`src/rtl/dbg_access_pkg.sv`:
```
// Shared types of the debug command access controller.
// Assumes the command decoder presents one of the kind codes below.
package dbg_access_pkg;

    localparam int KIND_W = 4;

    typedef enum logic [KIND_W-1:0] {
        K_OTHER   = 4'd0,
        K_WR_CSR  = 4'd1,
        K_BGND    = 4'd2,
        K_GO      = 4'd3,
        K_ERASE   = 4'd4,
        K_RD_MEM  = 4'd5,
        K_WR_MEM  = 4'd6,
        K_DUMP    = 4'd7,
        K_FILL    = 4'd8,
        K_RD_SAME = 4'd9
    } cmd_kind_e;

    typedef enum logic [2:0] {
        SEQ_NONE,
        SEQ_RD,
        SEQ_DUMP,
        SEQ_WR,
        SEQ_RSAME
    } seq_e;

    typedef struct packed {
        logic impl;
        logic always_ok;
        logic bdm_only;
        logic is_read;
    } cmd_tags_t;

endpackage

```
`src/rtl/dbg_ready_timer.sv`:
```
// Warm-up timer: flags when DELAY cycles have passed since reset released.
// Assumes synchronous active-low reset; saturates once the delay is reached.
module dbg_ready_timer #(
    parameter int DELAY = 10
) (
    input  logic clk,
    input  logic rst_n,
    output logic done
);
    localparam int CNT_W = $clog2(DELAY + 1);
    localparam logic [CNT_W-1:0] LIMIT = CNT_W'(DELAY);

    logic [CNT_W-1:0] cnt_q;

    // Count up from reset release and hold at the limit.
    always_ff @(posedge clk) begin
        if (!rst_n)
            cnt_q <= '0;
        else if (cnt_q != LIMIT)
            cnt_q <= cnt_q + 1'b1;
    end

    assign done = (cnt_q == LIMIT);
endmodule

```
`src/rtl/dbg_seq_tracker.sv`:
```
// Remembers which streaming memory sequence the last executed command opened.
// Assumes only executed commands move it; rejected ones leave it unchanged.
module dbg_seq_tracker
    import dbg_access_pkg::*;
(
    input  logic      clk,
    input  logic      rst_n,
    input  logic      exec,
    input  cmd_kind_e kind,
    output seq_e      seq
);
    seq_e seq_q;

    // Advance on each executed command; every other kind closes the sequence.
    always_ff @(posedge clk) begin
        if (!rst_n)
            seq_q <= SEQ_NONE;
        else if (exec) begin
            case (kind)
                K_RD_MEM:  seq_q <= SEQ_RD;
                K_DUMP:    seq_q <= SEQ_DUMP;
                K_RD_SAME: seq_q <= SEQ_RSAME;
                K_WR_MEM,
                K_FILL:    seq_q <= SEQ_WR;
                default:   seq_q <= SEQ_NONE;
            endcase
        end
    end

    assign seq = seq_q;
endmodule

```
`src/rtl/dbg_legality.sv`:
```
// Combinational legality check of one command against the current debug state.
// Assumes tags come from the decoder; all reasons combine with a plain OR.
module dbg_legality
    import dbg_access_pkg::*;
(
    input  cmd_kind_e kind,
    input  cmd_tags_t tags,
    input  logic      unsec,
    input  logic      enabled,
    input  logic      bdm_active,
    input  logic      erase_busy,
    input  seq_e      seq,
    output logic      legal
);
    logic gate_bad;
    logic mode_bad;
    logic seq_bad;

    // Security, enable and erase gate non-always commands.
    always_comb begin
        gate_bad = !tags.always_ok && (!unsec || !enabled || erase_busy);
        mode_bad = tags.bdm_only && !bdm_active;
    end

    // Streaming commands must follow their own base or themselves.
    always_comb begin
        case (kind)
            K_DUMP:    seq_bad = !(seq == SEQ_RD || seq == SEQ_DUMP);
            K_RD_SAME: seq_bad = !(seq == SEQ_RD || seq == SEQ_RSAME);
            K_FILL:    seq_bad = (seq != SEQ_WR);
            default:   seq_bad = 1'b0;
        endcase
    end

    assign legal = tags.impl && !gate_bad && !mode_bad && !seq_bad;
endmodule

```
`src/rtl/dbg_state_regs.sv`:
```
// Debug state registers: unsecure, enable, background mode, erase busy, flag.
// Assumes exec and reject are never both high; sync active-low reset.
module dbg_state_regs
    import dbg_access_pkg::*;
(
    input  logic      clk,
    input  logic      rst_n,
    input  logic      secure_boot,
    input  logic      strap_special,
    input  logic      exec,
    input  logic      reject,
    input  cmd_kind_e kind,
    input  logic      wr_enable,
    input  logic      wr_clrflag,
    input  logic      erase_done,
    input  logic      erase_ok,
    input  logic      cpu_halt,
    input  logic      brkpt,
    output logic      unsec,
    output logic      enabled,
    output logic      bdm_active,
    output logic      erase_busy,
    output logic      illegal_flag
);
    logic csr_wr;
    logic bdm_enter;

    assign csr_wr    = exec && (kind == K_WR_CSR);
    assign bdm_enter = enabled && ((exec && kind == K_BGND) || cpu_halt || brkpt);

    // Unsecure status: loaded from the boot state, set by a good mass erase.
    always_ff @(posedge clk) begin
        if (!rst_n)
            unsec <= !secure_boot;
        else if (erase_busy && erase_done && erase_ok)
            unsec <= 1'b1;
    end

    // Debug enable: only a control/status write changes it.
    always_ff @(posedge clk) begin
        if (!rst_n)
            enabled <= strap_special;
        else if (csr_wr)
            enabled <= wr_enable;
    end

    // Background mode: entry triggers win over a GO in the same cycle.
    always_ff @(posedge clk) begin
        if (!rst_n)
            bdm_active <= strap_special;
        else if (bdm_enter)
            bdm_active <= 1'b1;
        else if (exec && kind == K_GO)
            bdm_active <= 1'b0;
    end

    // Mass erase busy: set by the erase command, cleared on completion.
    always_ff @(posedge clk) begin
        if (!rst_n)
            erase_busy <= 1'b0;
        else if (exec && kind == K_ERASE)
            erase_busy <= 1'b1;
        else if (erase_done)
            erase_busy <= 1'b0;
    end

    // Sticky illegal flag: set on reject, cleared by write-one.
    always_ff @(posedge clk) begin
        if (!rst_n)
            illegal_flag <= 1'b0;
        else if (reject)
            illegal_flag <= 1'b1;
        else if (csr_wr && wr_clrflag)
            illegal_flag <= 1'b0;
    end
endmodule

```
`src/rtl/dbg_access_ctrl.sv`:
```
// Top of the debug command access controller: accepts, executes or rejects
// each decoded debug command and substitutes filler data on rejected reads.
// Assumes one command per cycle held until cmd_ready; sync active-low reset.
module dbg_access_ctrl
    import dbg_access_pkg::*;
#(
    parameter int         READY_DELAY = 10,
    parameter int         DATA_BYTES  = 4,
    parameter logic [7:0] FILLER      = 8'hEE
) (
    input  logic                    clk,
    input  logic                    rst_n,
    input  logic                    secure_boot,
    input  logic                    strap_special,
    input  logic                    nvm_busy,
    input  logic                    cmd_valid,
    input  logic [3:0]              cmd_kind,
    input  logic                    cmd_impl,
    input  logic                    cmd_always,
    input  logic                    cmd_bdm_only,
    input  logic                    cmd_is_read,
    input  logic                    cmd_wr_enable,
    input  logic                    cmd_wr_clrflag,
    input  logic [DATA_BYTES*8-1:0] mem_rdata,
    input  logic                    erase_done,
    input  logic                    erase_ok,
    input  logic                    cpu_halt,
    input  logic                    brkpt,
    output logic                    cmd_ready,
    output logic                    cmd_exec,
    output logic                    cmd_reject,
    output logic [DATA_BYTES*8-1:0] rsp_rdata,
    output logic                    illegal_flag,
    output logic                    unsec,
    output logic                    dbg_enabled,
    output logic                    bdm_active,
    output logic                    erase_busy
);
    cmd_kind_e kind;
    cmd_tags_t tags;
    seq_e      seq;
    logic      warm;
    logic      legal;
    logic      accept;
    logic      subst;

    assign kind = cmd_kind_e'(cmd_kind);
    assign tags = '{impl: cmd_impl, always_ok: cmd_always,
                    bdm_only: cmd_bdm_only, is_read: cmd_is_read};

    dbg_ready_timer #(.DELAY(READY_DELAY)) u_timer (
        .clk  (clk),
        .rst_n(rst_n),
        .done (warm)
    );

    dbg_seq_tracker u_seq (
        .clk  (clk),
        .rst_n(rst_n),
        .exec (cmd_exec),
        .kind (kind),
        .seq  (seq)
    );

    dbg_legality u_legal (
        .kind      (kind),
        .tags      (tags),
        .unsec     (unsec),
        .enabled   (dbg_enabled),
        .bdm_active(bdm_active),
        .erase_busy(erase_busy),
        .seq       (seq),
        .legal     (legal)
    );

    dbg_state_regs u_state (
        .clk          (clk),
        .rst_n        (rst_n),
        .secure_boot  (secure_boot),
        .strap_special(strap_special),
        .exec         (cmd_exec),
        .reject       (cmd_reject),
        .kind         (kind),
        .wr_enable    (cmd_wr_enable),
        .wr_clrflag   (cmd_wr_clrflag),
        .erase_done   (erase_done),
        .erase_ok     (erase_ok),
        .cpu_halt     (cpu_halt),
        .brkpt        (brkpt),
        .unsec        (unsec),
        .enabled      (dbg_enabled),
        .bdm_active   (bdm_active),
        .erase_busy   (erase_busy),
        .illegal_flag (illegal_flag)
    );

    // Readiness: warm-up over, and memory init only blocks non-always commands.
    always_comb begin
        cmd_ready = warm && (!nvm_busy || tags.always_ok);
        accept    = cmd_valid && cmd_ready;
        cmd_exec  = accept && legal;
        cmd_reject = accept && !legal;
        subst     = cmd_reject && tags.is_read;
    end

    // Per-byte response mux: filler replaces every byte of a rejected read.
    for (genvar b = 0; b < DATA_BYTES; b++) begin : g_byte
        assign rsp_rdata[b*8 +: 8] = subst ? FILLER : mem_rdata[b*8 +: 8];
    end
endmodule

```
`config.mk`:
```
export PLATFORM = sky130hd
export DESIGN_NAME = dbg_access_ctrl
export DESIGN_NICKNAME = d
export VERILOG_FILES = /design/src/rtl/dbg_access_pkg.sv /design/src/rtl/dbg_ready_timer.sv /design/src/rtl/dbg_seq_tracker.sv /design/src/rtl/dbg_legality.sv /design/src/rtl/dbg_state_regs.sv /design/src/rtl/dbg_access_ctrl.sv
export SDC_FILE = /design/constraint.sdc
export NUM_CORES = 1
export LEC_CHECK = 0
export BUFFER_PORTS_ARGS = -buffer_cell sky130_fd_sc_hd__buf_4
export CAP_MARGIN = 20
export CORE_ASPECT_RATIO = 1.4
export CORE_MARGIN = 5
export CORE_UTILIZATION = 40
export DETAILED_ROUTE_END_ITERATION = 8
export PLACE_DENSITY = 0.85
export SLEW_MARGIN = 25
export SYNTH_ARGS = -nofsm -noshare
export SYNTH_HDL_FRONTEND = slang
export SYNTH_SLANG_ARGS = --single-unit
```
`constraint.sdc`:
```
create_clock -name clk -period 2.6 [get_ports clk]
set_input_delay 0.26 -clock clk [delete_from_list [all_inputs] [get_ports clk]]
set_output_delay 0.26 -clock clk [all_outputs]
set_load 0.03 [all_outputs]
```
# Word-level counts from Yosys, hierarchy flattened

Cells that the tools add are included.

Bits in registers: 12
Output and inout port bits: 40

Add/sub/neg operators: 1
Reduce and logical (&&, ||, !) cells: 40
Mux-type cells: 17
Equality and inequality tests: 18

Operators with widths:

| cell                                                 | count |
|---|---|
| two-way mux 8 bit                                    | 4 |
| logical AND 1 bit                                    | 18 |
| equality test 4 x 3 -> 1 bit (second input constant) | 4 |
| equality test 4 bit (second input constant)          | 3 |
| zero test 1 bit                                      | 12 |
| case mux 3 bit (4 select lines)                      | 1 |
| two-way mux 1 bit                                    | 11 |
| equality test 4 x 2 -> 1 bit (second input constant) | 2 |
| logical OR 1 bit                                     | 7 |
| adder 4 x 1 -> 4 bit (second input constant)         | 1 |
| equality test 4 x 1 -> 1 bit (second input constant) | 1 |
| != test 2 x 1 -> 1 bit (second input constant)       | 2 |
| != test 4 bit (second input constant)                | 1 |
| nonzero test 2 bit                                   | 2 |
| equality test 3 x 1 -> 1 bit (second input constant) | 1 |
| equality test 3 x 2 -> 1 bit (second input constant) | 1 |
| equality test 3 bit (second input constant)          | 1 |
| != test 3 x 1 -> 1 bit (second input constant)       | 1 |
| != test 3 x 2 -> 1 bit (second input constant)       | 1 |
| case mux 1 bit (3 select lines)                      | 1 |
| OR reduction 2 bit                                   | 1 |

# Logic depth before layout (Yosys ltp)

Depth after elaboration: 15
Mapped depth: 9
Depth with buffers taken out: 7

# Modules after synthesis

Synthesis repeated with hierarchy kept, for this count alone.

Cells, all modules: 135
Area total of the unflattened synthesis: 1157.4 µm²

Modules (own cells, without submodules):

| module          | instances | cells an instance | area an instance (µm²) | seq. area each (µm²) |
|---|---|---|---|---|
| dbg_access_ctrl | 1         | 59                | 431.7                  | 0.0 |
| dbg_state_regs  | 1         | 30                | 280.3                  | 130.1 |
| dbg_ready_timer | 1         | 20                | 202.7                  | 80.1 |
| dbg_seq_tracker | 1         | 15                | 160.2                  | 60.1 |
| dbg_legality    | 1         | 11                | 82.6                   | 0.0 |

# Least setup slack after synthesis

Ideal clock, no wire load.

Path kind: reg2out
From: register u_timer.cnt_q[0]
To: output port rsp_rdata[10]
Setup slack: 0.227 ns
Data required time: 2.340 ns
Stages on the path, launching flop included: 10
Arrival: 2.113 ns
Cells stage by stage: dfxtp_1 -> inv_1 -> ha_1 -> nand3b_1 -> a21oi_1 -> and2_1 -> buf_2 -> nand3_4 -> buf_2 -> nand2b_1

Cells in the longest elaborated chain, start to end: 6

RTL lines:

| what                   | line                   | source |
|---|---|---|
| start, declared        | dbg_ready_timer.sv:13  | `logic [CNT_W-1:0] cnt_q;` |
| start signal, assigned | dbg_ready_timer.sv:20  | `cnt_q <= cnt_q + 1'b1;` |
| equality test 4 bit    | dbg_ready_timer.sv:23  | `assign done = (cnt_q == LIMIT);` |
| logical AND 1 bit      | dbg_access_ctrl.sv:99  | `cmd_ready = warm && (!nvm_busy \|\| tags.always_ok);` |
| net cmd_ready          | dbg_access_ctrl.sv:29  | `output logic cmd_ready,` |
| logical AND 1 bit      | dbg_access_ctrl.sv:100 | `accept = cmd_valid && cmd_ready;` |
| logical AND 1 bit      | dbg_access_ctrl.sv:102 | `cmd_reject = accept && !legal;` |
| logical AND 1 bit      | dbg_access_ctrl.sv:103 | `subst = cmd_reject && tags.is_read;` |
| two-way mux 8 bit      | dbg_access_ctrl.sv:108 | `assign rsp_rdata[b*8 +: 8] = subst ? FILLER : mem_rdata[b*8 +: 8];` |
| end, declared          | dbg_access_ctrl.sv:32  | `output logic [DATA_BYTES*8-1:0] rsp_rdata,` |

The timed path passes the listed nets, and every way through them passes these cells.

# Final worst setup path

From: register u_timer.cnt_q[0]
To: output port rsp_rdata[31]

Cells in the longest elaborated chain, start to end: 6

RTL lines:

| what                | line |
|---|---|
| equality test 4 bit | dbg_ready_timer.sv:23 |
| logical AND 1 bit   | dbg_access_ctrl.sv:99 |
| logical AND 1 bit   | dbg_access_ctrl.sv:100 |
| logical AND 1 bit   | dbg_access_ctrl.sv:102 |
| logical AND 1 bit   | dbg_access_ctrl.sv:103 |
| two-way mux 8 bit   | dbg_access_ctrl.sv:108 |

No other way between the ends.

==> impl_metrics.env <==
export IMPL_routed_via_count=1215
export IMPL_cts_tree="built"
export IMPL_fill_cells=200
export IMPL_nNetsFinal=267
export IMPL_final_hold_viol_count=0
export IMPL_clk_path_buf_depth=2
export IMPL_cts_buffers=3
export IMPL_crit_type="reg2out"
export IMPL_clock_latency_ps=270
export IMPL_htreeDepth=1
export IMPL_synth_seq_area_share=0.265
export IMPL_arrival_ps=2170
export IMPL_cts_sinks=12
export IMPL_max_freq_mhz=411
export IMPL_grt_pass1_wl_um=5250
export IMPL_grt_pass1_vias=1221
export IMPL_fin_ws_ps=167
export IMPL_drt_initial_drc_count=24
export IMPL_finalMaxSlewViolations=0
export IMPL_p_sw_mw=0.188
export IMPL_viasPerCell=4.94
export IMPL_report_power_total_mw=0.568
export IMPL_synthCells=121
export IMPL_slew_headroom=0.617
export IMPL_maxCapViolCount=0
export IMPL_outcome="complete, no violations"
export IMPL_synthesis_nets=175
export IMPL_num_antenna_cells=0
export IMPL_io_buffer_count=91
export IMPL_cts_repair_resized=0
export IMPL_cts_setup_buffers=0
export IMPL_ys_warnings_count=0
export IMPL_postCtsHoldBufs=0
export IMPL_pre_cts_slack_ps=280
export IMPL_synth_flop_cell="dfxtp_1"
export IMPL_dr_pass1_iters=4
export IMPL_die_h_um=69.7
export IMPL_netlist_area_mm2=0.00102
export IMPL_drc=0
export IMPL_cp_startpoint="u_timer.cnt_q[0]"
export IMPL_dp_hpwl_um=3010
export IMPL_worst_r2r_endpoint="u_state.enabled"
export IMPL_crit_end="rsp_rdata[31]"
export IMPL_setup_violations=0
export IMPL_power_frac_comb=0.425
export IMPL_holdWs_ps=248
export IMPL_cts_root_buf="clkbuf_4"
export IMPL_fin_crit_sh=0.936
export IMPL_synth_top_area_cell="dfxtp_1"
export IMPL_dieArea_mm2=0.00367
export IMPL_setup_tns_ps=0
export IMPL_worst_pin_slew_ps=571
export IMPL_ant_nets=0
export IMPL_worstPathMaxFanout=16
export IMPL_swShare=0.332
export IMPL_p_int_mw=0.380
export IMPL_period_minus_slack_ps=2430
export IMPL_cp_required_ps=2340
export IMPL_die_width_um=52.6
export IMPL_start_util=0.421
export IMPL_finClkSkew_ps=2.83
export IMPL_ioPinCount=92
export IMPL_synth_edff_count=3
export IMPL_clkTransAtPathRegs_ps=70
export IMPL_overflow=0
export IMPL_synthArstFlopShare=0
export IMPL_p_seq_frac=0.365
export IMPL_p_per_area_mw_per_mm2=327
export IMPL_drt_total_wl_um=3540
export IMPL_irDropWorstVdd_v=0.000298
export IMPL_grt_max_degree=33
export IMPL_leakagePower_nw=0.865
export IMPL_syn_area_per_cell_um2=8.42
export IMPL_r2r_start="u_timer.cnt_q[0]"
export IMPL_rsz0062_at_grt="no"
export IMPL_hold_path_class="in2reg"
export IMPL_synth_most_common_cell="nand2b_1"
export IMPL_avgRoutedWirePerCell_um=14.4
export IMPL_rrSetupSlack_ps=460
export IMPL_r2r_cells=8
export IMPL_synth_area_leaders="dfxtp_1 18%, nand2b_1 15%, edfxtp_1 8.8%"
export IMPL_synth_distinct_cells=38
export IMPL_grt_use_total=0.182
export IMPL_critPathCaptureType="output port"
export IMPL_gp_congestion=0.787
export IMPL_yosys_top_cells_count="25 x nand2b_1, 9 x dfxtp_1, 9 x inv_1"
export IMPL_row_count=21
export IMPL_synthToLayoutAreaGrowth_pct=70.8
export IMPL_core_area_mm2=0.00242
export IMPL_netlist_area_leader_share=0.177
export IMPL_antenna_found_initial=0
export IMPL_drive_gt1_frac=0.519
export IMPL_ys_ff_latch=12
export IMPL_p_clk_frac=0.209
export IMPL_start_kind="flip-flop"
power groups by stage:
stage	logic (mW)	clock network [mW]	registers (mW)
2_1_floorplan	0.116	0	0.218
3_3_place_gp	0.237	0	0.211
3_5_place_dp	0.242	0	0.212
4_1_cts	0.243	0.122	0.208
5_1_grt	0.257	0.131	0.209
6_report	0.242	0.119	0.207
logic make-up (layout without fill, tap and decap cells):
group / count (synthesis) / count (layout) / synth area share
DFF: 12 / 12 / 0.265
adders and majority gates: 2 / 2 / 0.0246
buffers and inverters: 15 / 105 / 0.0811
xor gates and xnor gates: 3 / 3 / 0.0258
AOI/OAI and AO/OA: 25 / 25 / 0.182
and+or+nand+nor: 64 / 65 / 0.421
cell type report:
class / count / area, um^2 / share of cell area
repair buffers: 92 / 691 / 0.397
multi-input cells: 95 / 676 / 0.388
flip-flops and latches: 12 / 270 / 0.155
well taps: 34 / 42.5 / 0.0245
inverters: 9 / 33.8 / 0.0194
clock buffers: 4 / 26.3 / 0.0151
worst max-delay path, stage by stage, from the launching register on:
cell	delay (ps)
dfxtp_1	350
inv_1	70
ha_1	150
nand3b_1	160
a21oi_1	220
and2_1	290
nand3_2	310
nand2b_1	180
buf_4	170
placed cells by master (no fill, tap or decap), drive strengths merged:
cell / instances
nand4: 1
inv: 9
o21bai: 1
or3: 1
clkbuf: 4
a32oi: 1
dfxtp: 9
a31oi: 2
ha: 2
o2111ai: 1
a211oi: 3
and2: 9
o211ai: 1
xor2: 1
edfxtp: 3
o22ai: 1
nor3b: 2
nand3: 5
a311oi: 1
nand2b: 25
o31ai: 2
nor3: 1
a21oi: 5
a211o: 1
nand2: 7
buf: 92
or4b: 1
nand3b: 2
o211a: 1
o21ai: 4
nand4bb: 1
nor2: 8
and3b: 1
o221ai: 1
nand4b: 1
xnor2: 2
how the worst min path moves through the flow:
stage | from | endpoint | slack, ps | cells past startpoint
after detailed placement | u_state.illegal_flag | u_state.illegal_flag | 480 | 2
after floorplan | rst_n | u_seq.seq[0] | 390 | 1
after global placement | u_state.illegal_flag | u_state.illegal_flag | 480 | 2
after CTS | secure_boot | u_state.unsec | 240 | 2
final | secure_boot | u_state.unsec | 250 | 2
after global routing | secure_boot | u_state.unsec | 240 | 2
metrics by stage:
stage | std cells | cell area [um^2] | utilization
after floorplan | 121 | 1020 | -
after global placement | 241 | 1700 | 0.704
after detailed placement | 241 | 1700 | 0.704
after CTS | 245 | 1730 | 0.715
after global routing | 246 | 1740 | 0.719
final | 246 | 1740 | 0.719
routing by layer:
metal,vias up,track usage,part of all wire
met5,-,0,0
met4,0,0.0710,0.018
met3,6,0.0753,0.13
met2,72,0.336,0.52
met1,532,0.166,0.33
li1,605,-,-
sequential cells by signal, summed over array words and instances, names as in the netlist:
signal and cells:
u_timer.cnt_q 4, u_state.enabled 1, u_state.erase_busy 1, u_state.unsec 1
u_seq.seq 3, u_state.illegal_flag 1, u_state.bdm_active 1
Power figures use the tool's default switching activity.
